==> config.mk <==
export PLATFORM = sky130hd
export DESIGN_NAME = cmd_engine
export DESIGN_NICKNAME = d
export VERILOG_FILES = /design/src/rtl/cmd_pkg.sv /design/src/rtl/cmd_fn_decode.sv /design/src/rtl/cmd_regfile.sv /design/src/rtl/cmd_memport.sv /design/src/rtl/cmd_engine.sv
export SDC_FILE = /design/constraint.sdc
export NUM_CORES = 1
export LEC_CHECK = 0
export ABC_AREA = 1
export ABC_CLOCK_PERIOD_IN_PS = 2800
export BUFFER_PORTS_ARGS = -buffer_cell sky130_fd_sc_hd__buf_4
export CELL_PAD_IN_SITES_DETAIL_PLACEMENT = 1
export CELL_PAD_IN_SITES_GLOBAL_PLACEMENT = 2
export CORE_MARGIN = 5
export CORE_UTILIZATION = 30
export CTS_BUF_LIST = sky130_fd_sc_hd__clkbuf_2
export CTS_CLUSTER_DIAMETER = 40
export DETAILED_ROUTE_END_ITERATION = 6
export PLACE_DENSITY_LB_ADDON = 0.1
export SKIP_LAST_GASP = 1
export SYNTH_ARGS = -nofsm -noshare
export SYNTH_HDL_FRONTEND = slang
export SYNTH_SLANG_ARGS = --single-unit
==> constraint.sdc <==
create_clock -name clk -period 2.8 [get_ports clk]
set_input_delay 0.28 -clock clk [delete_from_list [all_inputs] [get_ports clk]]
set_output_delay 0.28 -clock clk [all_outputs]
set_load 0.01 [all_outputs]
==> src/rtl/cmd_pkg.sv <==
package cmd_pkg;

  localparam int WORD_W = 32;
  localparam int IDX_W  = 8;
  localparam int VAL_W  = 24;

  localparam logic [3:0] FN_REG_WRITE = 4'h0;
  localparam logic [3:0] FN_REG_READ  = 4'h1;
  localparam logic [3:0] FN_MEM_BLOCK = 4'h2;
  localparam logic [3:0] FN_STREAM    = 4'h3;

  typedef struct packed {
    logic [IDX_W-1:0] reply_idx;
    logic [IDX_W-1:0] count;
    logic [IDX_W-1:0] start;
  } rd_hdr_t;

  function automatic logic [3:0] pick_fn(input logic addr_ok,
                                         input logic [3:0] addr_lo,
                                         input logic [3:0] data_hi);
    return addr_ok ? addr_lo : data_hi;
  endfunction

  function automatic logic fn_known(input logic [3:0] fn);
    return fn <= FN_STREAM;
  endfunction

  function automatic logic [WORD_W-1:0] pack_reg_word(input logic [IDX_W-1:0] idx,
                                                      input logic [VAL_W-1:0] val);
    return {idx, val};
  endfunction

  function automatic rd_hdr_t unpack_rd_hdr(input logic [WORD_W-1:0] w);
    return rd_hdr_t'(w[3*IDX_W-1:0]);
  endfunction

endpackage

==> src/rtl/cmd_fn_decode.sv <==
module cmd_fn_decode
  import cmd_pkg::*;
(
  input  logic       addr_ok,
  input  logic [3:0] addr_lo,
  input  logic [3:0] data_hi,
  output logic [3:0] fn,
  output logic       hdr_only,
  output logic       known
);

  always_comb begin
    fn       = pick_fn(addr_ok, addr_lo, data_hi);
    hdr_only = !addr_ok;
    known    = fn_known(fn);
  end

endmodule

==> src/rtl/cmd_regfile.sv <==
module cmd_regfile
  import cmd_pkg::*;
#(
  parameter int NREG = 16
) (
  input  logic             clk,
  input  logic             rst_n,
  input  logic             we,
  input  logic [IDX_W-1:0] widx,
  input  logic [VAL_W-1:0] wval,
  input  logic [IDX_W-1:0] ridx,
  output logic [VAL_W-1:0] rval
);

  logic [VAL_W-1:0] regs [NREG];

  for (genvar g = 0; g < NREG; g++) begin : g_reg
    always_ff @(posedge clk or negedge rst_n) begin
      if (!rst_n)                             regs[g] <= '0;
      else if (we && widx == IDX_W'(g))       regs[g] <= wval;
    end
  end

  always_comb begin
    rval = '0;
    for (int i = 0; i < NREG; i++) begin
      if (ridx == IDX_W'(i)) rval = regs[i];
    end
  end

endmodule

==> src/rtl/cmd_memport.sv <==
module cmd_memport
  import cmd_pkg::*;
#(
  parameter int MEM_AW      = 16,
  parameter int STREAM_BASE = 'hF000,
  parameter int STREAM_LEN  = 8
) (
  input  logic              clk,
  input  logic              rst_n,
  input  logic              blk_we,
  input  logic [MEM_AW-1:0] blk_addr,
  input  logic              str_we,
  input  logic [WORD_W-1:0] wdata,
  output logic              mem_we,
  output logic [MEM_AW-1:0] mem_addr,
  output logic [WORD_W-1:0] mem_wdata,
  output logic              alert
);

  localparam int PW = (STREAM_LEN > 1) ? $clog2(STREAM_LEN) : 1;
  localparam logic [PW-1:0] PTR_LAST = PW'(STREAM_LEN - 1);

  logic [PW-1:0] ptr_q;
  logic          ptr_at_last;

  function automatic logic [PW-1:0] ptr_next(input logic [PW-1:0] p);
    return (p == PTR_LAST) ? '0 : p + PW'(1);
  endfunction

  assign ptr_at_last = (ptr_q == PTR_LAST);

  always_ff @(posedge clk or negedge rst_n) begin
    if (!rst_n) begin
      ptr_q     <= '0;
      mem_we    <= 1'b0;
      mem_addr  <= '0;
      mem_wdata <= '0;
      alert     <= 1'b0;
    end else begin
      mem_we <= blk_we || str_we;
      alert  <= str_we && ptr_at_last;
      if (blk_we || str_we) mem_wdata <= wdata;
      if (blk_we)      mem_addr <= blk_addr;
      else if (str_we) mem_addr <= MEM_AW'(STREAM_BASE) + MEM_AW'(ptr_q);
      if (str_we) ptr_q <= ptr_next(ptr_q);
    end
  end

  assert_ptr_range_R7: assert property (@(posedge clk) disable iff (!rst_n)
    ptr_q <= PTR_LAST);
  assert_alert_with_write_R7: assert property (@(posedge clk) disable iff (!rst_n)
    alert |-> mem_we);
  assert_ptr_wraps_R7: assert property (@(posedge clk) disable iff (!rst_n)
    (str_we && ptr_at_last) |=> ptr_q == '0);
  assert_single_source_R6: assert property (@(posedge clk) disable iff (!rst_n)
    !(blk_we && str_we));

endmodule

==> src/rtl/cmd_engine.sv <==
module cmd_engine
  import cmd_pkg::*;
#(
  parameter int NREG        = 16,
  parameter int MEM_AW      = 16,
  parameter int STREAM_BASE = 'hF000,
  parameter int STREAM_LEN  = 8
) (
  input  logic              clk,
  input  logic              rst_n,
  input  logic              rx_valid,
  output logic              rx_ready,
  input  logic              rx_first,
  input  logic              rx_last,
  input  logic              rx_addr_ok,
  input  logic [31:0]       rx_addr,
  input  logic [31:0]       rx_data,
  output logic              tx_valid,
  output logic              tx_first,
  output logic              tx_last,
  output logic [31:0]       tx_addr,
  output logic [31:0]       tx_data,
  output logic              mem_we,
  output logic [MEM_AW-1:0] mem_addr,
  output logic [31:0]       mem_wdata,
  output logic              nak,
  output logic              stream_alert
);

  typedef enum logic {ST_RECV, ST_REPLY} st_e;

  st_e              st_q;
  logic             in_msg_q;
  logic [3:0]       fn_q;
  logic [1:0]       k_q;
  rd_hdr_t          rd_q;
  logic [31:0]      dest_q;
  logic [MEM_AW-1:0] blk_ptr_q;
  logic [IDX_W-1:0] rep_i_q;
  logic             nak_q;

  logic [3:0]       dec_fn;
  logic             dec_hdr, dec_known;
  logic             acc, is_pay, pay;
  logic [3:0]       cur_fn;
  logic [1:0]       cur_k;
  logic             ev_regwr, ev_rd_hdr, ev_rd_dest, ev_blk_base, ev_blk_wr;
  logic             ev_str_wr, ev_nak, ev_reply_go, ev_reply_end;
  logic [VAL_W-1:0] rd_val;
  logic             unused_bits;

  assign unused_bits = ^{rx_addr[31:4], rx_data[31:24]};

  cmd_fn_decode u_dec (
    .addr_ok  (rx_addr_ok),
    .addr_lo  (rx_addr[3:0]),
    .data_hi  (rx_data[31:28]),
    .fn       (dec_fn),
    .hdr_only (dec_hdr),
    .known    (dec_known)
  );

  assign rx_ready = (st_q == ST_RECV);
  assign acc      = rx_valid && rx_ready;
  assign cur_fn   = rx_first ? dec_fn : fn_q;
  assign is_pay   = rx_first ? !dec_hdr : in_msg_q;
  assign cur_k    = rx_first ? 2'd0 : k_q;
  assign pay      = acc && is_pay;

  assign ev_regwr     = pay && cur_fn == FN_REG_WRITE;
  assign ev_rd_hdr    = pay && cur_fn == FN_REG_READ && cur_k == 2'd0;
  assign ev_rd_dest   = pay && cur_fn == FN_REG_READ && cur_k == 2'd1;
  assign ev_blk_base  = pay && cur_fn == FN_MEM_BLOCK && cur_k == 2'd0;
  assign ev_blk_wr    = pay && cur_fn == FN_MEM_BLOCK && cur_k != 2'd0;
  assign ev_str_wr    = pay && cur_fn == FN_STREAM;
  assign ev_nak       = acc && rx_first && !dec_known;
  assign ev_reply_go  = pay && rx_last && cur_fn == FN_REG_READ &&
                        cur_k != 2'd0 && rd_q.count != '0;
  assign ev_reply_end = (st_q == ST_REPLY) && tx_last;

  always_ff @(posedge clk or negedge rst_n) begin
    if (!rst_n) begin
      st_q      <= ST_RECV;
      in_msg_q  <= 1'b0;
      fn_q      <= '0;
      k_q       <= '0;
      rd_q      <= '0;
      dest_q    <= '0;
      blk_ptr_q <= '0;
      rep_i_q   <= '0;
      nak_q     <= 1'b0;
    end else begin
      nak_q <= ev_nak;
      if (acc) begin
        if (rx_first) begin
          fn_q     <= dec_fn;
          in_msg_q <= !rx_last;
          k_q      <= dec_hdr ? 2'd0 : 2'd1;
        end else if (in_msg_q) begin
          if (rx_last)        in_msg_q <= 1'b0;
          if (k_q != 2'd2)    k_q <= k_q + 2'd1;
        end
      end
      if (ev_rd_hdr)   rd_q      <= unpack_rd_hdr(rx_data);
      if (ev_rd_dest)  dest_q    <= rx_data;
      if (ev_blk_base) blk_ptr_q <= rx_data[MEM_AW-1:0];
      if (ev_blk_wr)   blk_ptr_q <= blk_ptr_q + MEM_AW'(1);
      if (ev_reply_go) begin
        st_q    <= ST_REPLY;
        rep_i_q <= '0;
      end else if (ev_reply_end) begin
        st_q <= ST_RECV;
      end else if (st_q == ST_REPLY) begin
        rep_i_q <= rep_i_q + IDX_W'(1);
      end
    end
  end

  cmd_regfile #(.NREG(NREG)) u_regs (
    .clk   (clk),
    .rst_n (rst_n),
    .we    (ev_regwr),
    .widx  (rx_data[31:24]),
    .wval  (rx_data[23:0]),
    .ridx  (rd_q.start + rep_i_q),
    .rval  (rd_val)
  );

  cmd_memport #(
    .MEM_AW      (MEM_AW),
    .STREAM_BASE (STREAM_BASE),
    .STREAM_LEN  (STREAM_LEN)
  ) u_mem (
    .clk       (clk),
    .rst_n     (rst_n),
    .blk_we    (ev_blk_wr),
    .blk_addr  (blk_ptr_q),
    .str_we    (ev_str_wr),
    .wdata     (rx_data),
    .mem_we    (mem_we),
    .mem_addr  (mem_addr),
    .mem_wdata (mem_wdata),
    .alert     (stream_alert)
  );

  assign tx_valid = (st_q == ST_REPLY);
  assign tx_first = tx_valid && rep_i_q == '0;
  assign tx_last  = tx_valid && rep_i_q == rd_q.count - IDX_W'(1);
  assign tx_addr  = dest_q;
  assign tx_data  = pack_reg_word(rd_q.reply_idx + rep_i_q, rd_val);
  assign nak      = nak_q;

  assert_reply_blocks_rx_R5: assert property (@(posedge clk) disable iff (!rst_n)
    tx_valid |-> !rx_ready);
  assert_reply_ends_R4: assert property (@(posedge clk) disable iff (!rst_n)
    (tx_valid && tx_last) |=> !tx_valid);
  assert_reply_starts_first_R4: assert property (@(posedge clk) disable iff (!rst_n)
    $rose(tx_valid) |-> tx_first);
  assert_reply_addr_stable_R4: assert property (@(posedge clk) disable iff (!rst_n)
    (tx_valid && !tx_first) |-> $stable(tx_addr));
  assert_nak_cause_R8: assert property (@(posedge clk) disable iff (!rst_n)
    nak |-> $past(rx_valid && rx_ready && rx_first));
  assert_nak_pulse_R8: assert property (@(posedge clk) disable iff (!rst_n)
    (nak && !$past(rx_valid && rx_ready && rx_first, 2)) |=> !nak || $past(acc && rx_first));
  assert_memwr_cause_R6: assert property (@(posedge clk) disable iff (!rst_n)
    mem_we |-> $past(rx_valid && rx_ready));

endmodule

==> metrics.txt <==
worst slew pin tran slightly above 1 ns; DRT antenna net count 0; library cells used by synthesis 51; minimum clock period 4.75 ns; Die W just under 300 µm; design area 0.0312 mm²; Reg area 0.0132 mm²; status finished, violations left; yosys warns 0; clk buf depth 3; DRC viols 0; later-pin clock latency in the skew report about 1.3 ns; Max Clk Rate roughly 210 MHz; Slew Limit Fails 0; Final Worst Setup Slack -1.95 ns; #FFs+latches synth roughly 530; area of the die around 0.086 mm²; fin cells roughly 4600; Routed WL per cell 21.0 µm; Post-synth ARST share 1.00; global-route usage over all layers 0.222; number of buffers added on ports 160; Reg-to-Reg Start rep_i_q[0]; cts bufs inserted around 160; DP Worst Slack -0.799 ns; fin crit share 1.70; Critical Path Fanout Max 5; placed inst area about 0.028 mm²; vias in the first global route roughly 24000; cell count after synthesis 2916; clk_skew 0.0962 ns; TritonCTS clock tree built; Hold Path Sink fn_q[3]; worst hold path type input pin to flop; via/cell ratio approximately 5; Remaining Overflow, GRT 0; WP data required about 2.5 ns; Multi-input gate area 0.00992 mm²; Leak approximately 15 nW; routability congestion estimate around 0.8; PD cells between 700 and 800 mW/mm²; CTS Root Cell clkbuf_2; Net Count, Synth 3010; clock-pin transition on the worst setup and hold timing paths ~0.11 ns; # fillers roughly 9500; Seq/Total Area, Yosys 0.548; initial antenna violation count 7; first-iteration detailed-routing DRC count around 1200; maxcap violations 0; maximum number of pins on one net before global-route repair 74; hold depth 5; htree depth 4; drt pass-1 iters 5; dpl cells between 4000 and 5000; EDFF count, synth 0; layout cells sized above 1 0.243; CTS sink count 526; Data arrival, critical path 4.47 ns; I/O pins between 150 and 200; Setup CP Type flop to primary output; synth top area cells dfrtp_1, nand2_1, o21ai_0; Post-DP HPWL between 60000 and 70000 µm; nets 3488; wirelength, routed 95600 µm; setup violators final 42; chip height 293 µm; TNS Setup -54.56 ns; hold_sp rx_addr_ok; RSZ-0062 raised after global routing yes; Mean Syn Cell Area 8.23 µm²; core area 0.0791 mm²; # rows 103; Worst slew margin 0.324; area leader, netlist dfrtp_1; reg2reg end rep_i_q[7]; most used flip-flop cell after synthesis dfrtp_1; Initial Util 0.303; Layout area overhead 30.1%; worst reg2reg path depth 26; Synth Cell Area approximately 0.024 mm²; global-route wire length before repair approximately 150000 µm; maximum VDD drop slightly below 0.5 mV; Final Util 0.395; share of the synthesized area in the top cell type 0.548; CP Capture Type primary output; Via Count between 20000 and 25000; failing checks negative setup slack; final hold violations 0; reg-to-reg setup timing slack -0.62 ns; Worst setup SP type flop
[cells by family (layout without fill, tap and decap cells)]
kind of cell               after synthesis  after routing  share of synthesized area
xor gates and xnor gates                23             23                    0.00839
AOI/OAI and AO/OA                      592            592                      0.127
and+or+nand+nor                       1338           1339                      0.234
other                                    0              5                          0
DFF                                    526            526                      0.548
buffers and inverters                  411            997                     0.0674
adders and majority gates               24             24                     0.0131
muxes                                    2              2                   0.000938
[through the flow]
stage	hold WS [ns]	total power [mW]
6_report	0.179	23.9
5_1_grt	0.0915	25.5
4_1_cts	0.00716	23.9
3_5_place_dp	0.260	16.8
3_3_place_gp	0.259	16.6
2_1_floorplan	-0.0156	12.6
[power breakdown]
group	total [mW]	internal [mW]	switching [mW]
combinational	9.05	3.83	5.22
clock	5.91	2.36	3.55
sequential	8.92	8.35	0.572
total	23.9	14.5	9.34
[cells in the mapped netlist, types with 12 or more instances]
library cell  number
nand3_1           99
nor2_1           166
dfrtp_1          526
o21ai_1          211
ha_1              22
or2_2             15
xor2_1            15
a21oi_1           43
nor3_1            27
o211ai_1          12
clkbuf_1         103
o21ai_0          300
nand2_1          912
buf_2             46
inv_1            229
nand4_1           90
buf_1             18
[cells in the final DEF, fill, tap and decap left out, types with 6 or more instances in the layout]
cell and instances:
inv_1 214, a21oi_1 40, o211ai_1 12, nand2_2 34, dlygate4sd3_1 89, ha_1 16
buf_4 317, nand2_1 873, or2_2 15, clkinv_2 6, nand4_1 90, clkbuf_2 228
buf_6 48, xor2_1 15, nand3_2 29, nand3_4 8, nor2_4 10, nand2_4 8
o22ai_1 6, nor3_2 7, clkinv_1 27, inv_2 21, dfrtp_1 524, ha_4 6
nand3_1 63, o21ai_1 215, nor2_1 122, o21ai_0 294, nor2_2 42, nor3_1 24
buf_12 29
[critical path, stage by stage (launching register included)]
cell,delay [ns]
dfrtp_1,0.41
ha_4,0.15
inv_2,0.03
fa_2,0.34
inv_2,0.07
nand2_4,0.05
nand2_4,0.08
nand3_4,0.09
nand2_4,0.08
nand2_4,0.06
nand2_4,0.09
nor2_8,0.05
buf_6,0.13
nand3_4,0.09
buf_12,0.12
buf_6,0.10
nor2_2,0.03
nor2_1,0.09
nand3_1,0.10
nand2_2,0.11
nand4_1,0.11
nor2_2,0.21
nand4_1,0.18
nor2_1,0.17
nand3_1,0.11
buf_6,0.14
[metal layers]
layer  routed length [µm]  vias to the layer above  GRT usage  share of wire
met5                    0                        -          0              0
met4                 1950                        0     0.0630          0.020
met3                 4960                      122     0.0513          0.052
met2                42600                      496      0.338           0.45
met1                46200                    11100      0.318           0.48
li1                     -                    10500          -              -
[worst max-delay path by stage]
| stage | from | depth (start not counted) | to |
|---|---|---|---|
| global route | rd_q[0] | 26 | tx_data[9] |
| detailed placement | rd_q[0] | 21 | tx_data[17] |
| finish | rd_q[0] | 25 | tx_data[15] |
| CTS | rd_q[0] | 25 | tx_data[22] |
| global placement | rd_q[0] | 24 | tx_data[7] |
| floorplan | rep_i_q[0] | 17 | tx_data[22] |
[timing repair]
| item | CTS | global route |
|---|---|---|
| setup endpoints to repair | 35 | 119 |
| buffers inserted | 36 | 22 |
| pin swaps | 90 | 108 |
| hold buffers | 95 | 0 |
| hold endpoints to repair | 1051 | 0 |
| gates cloned | 3 | 2 |
| gates resized for setup | 146 | 101 |
[flip-flops by register name, indices dropped and copies added, names as in the netlist, 2 cells and up]
register         count
u_regs.regs        384
tx_addr             32
u_mem.mem_wdata     32
rd_q                24
blk_ptr_q           16
u_mem.mem_addr      16
rep_i_q              8
fn_q                 4
u_mem.ptr_q          3
k_q                  2
[final cells by class]
type | count | area share
multi-input combinational | 1980 | 0.318
timing repair buffer | 489 | 0.145
sequential | 526 | 0.421
clock buffer | 228 | 0.0365
inverter | 239 | 0.0296
antenna | 5 | 0.000400
tap | 1050 | 0.0421
clock inverter | 41 | 0.00741
No activity file was read; power rests on OpenSTA's default activity.
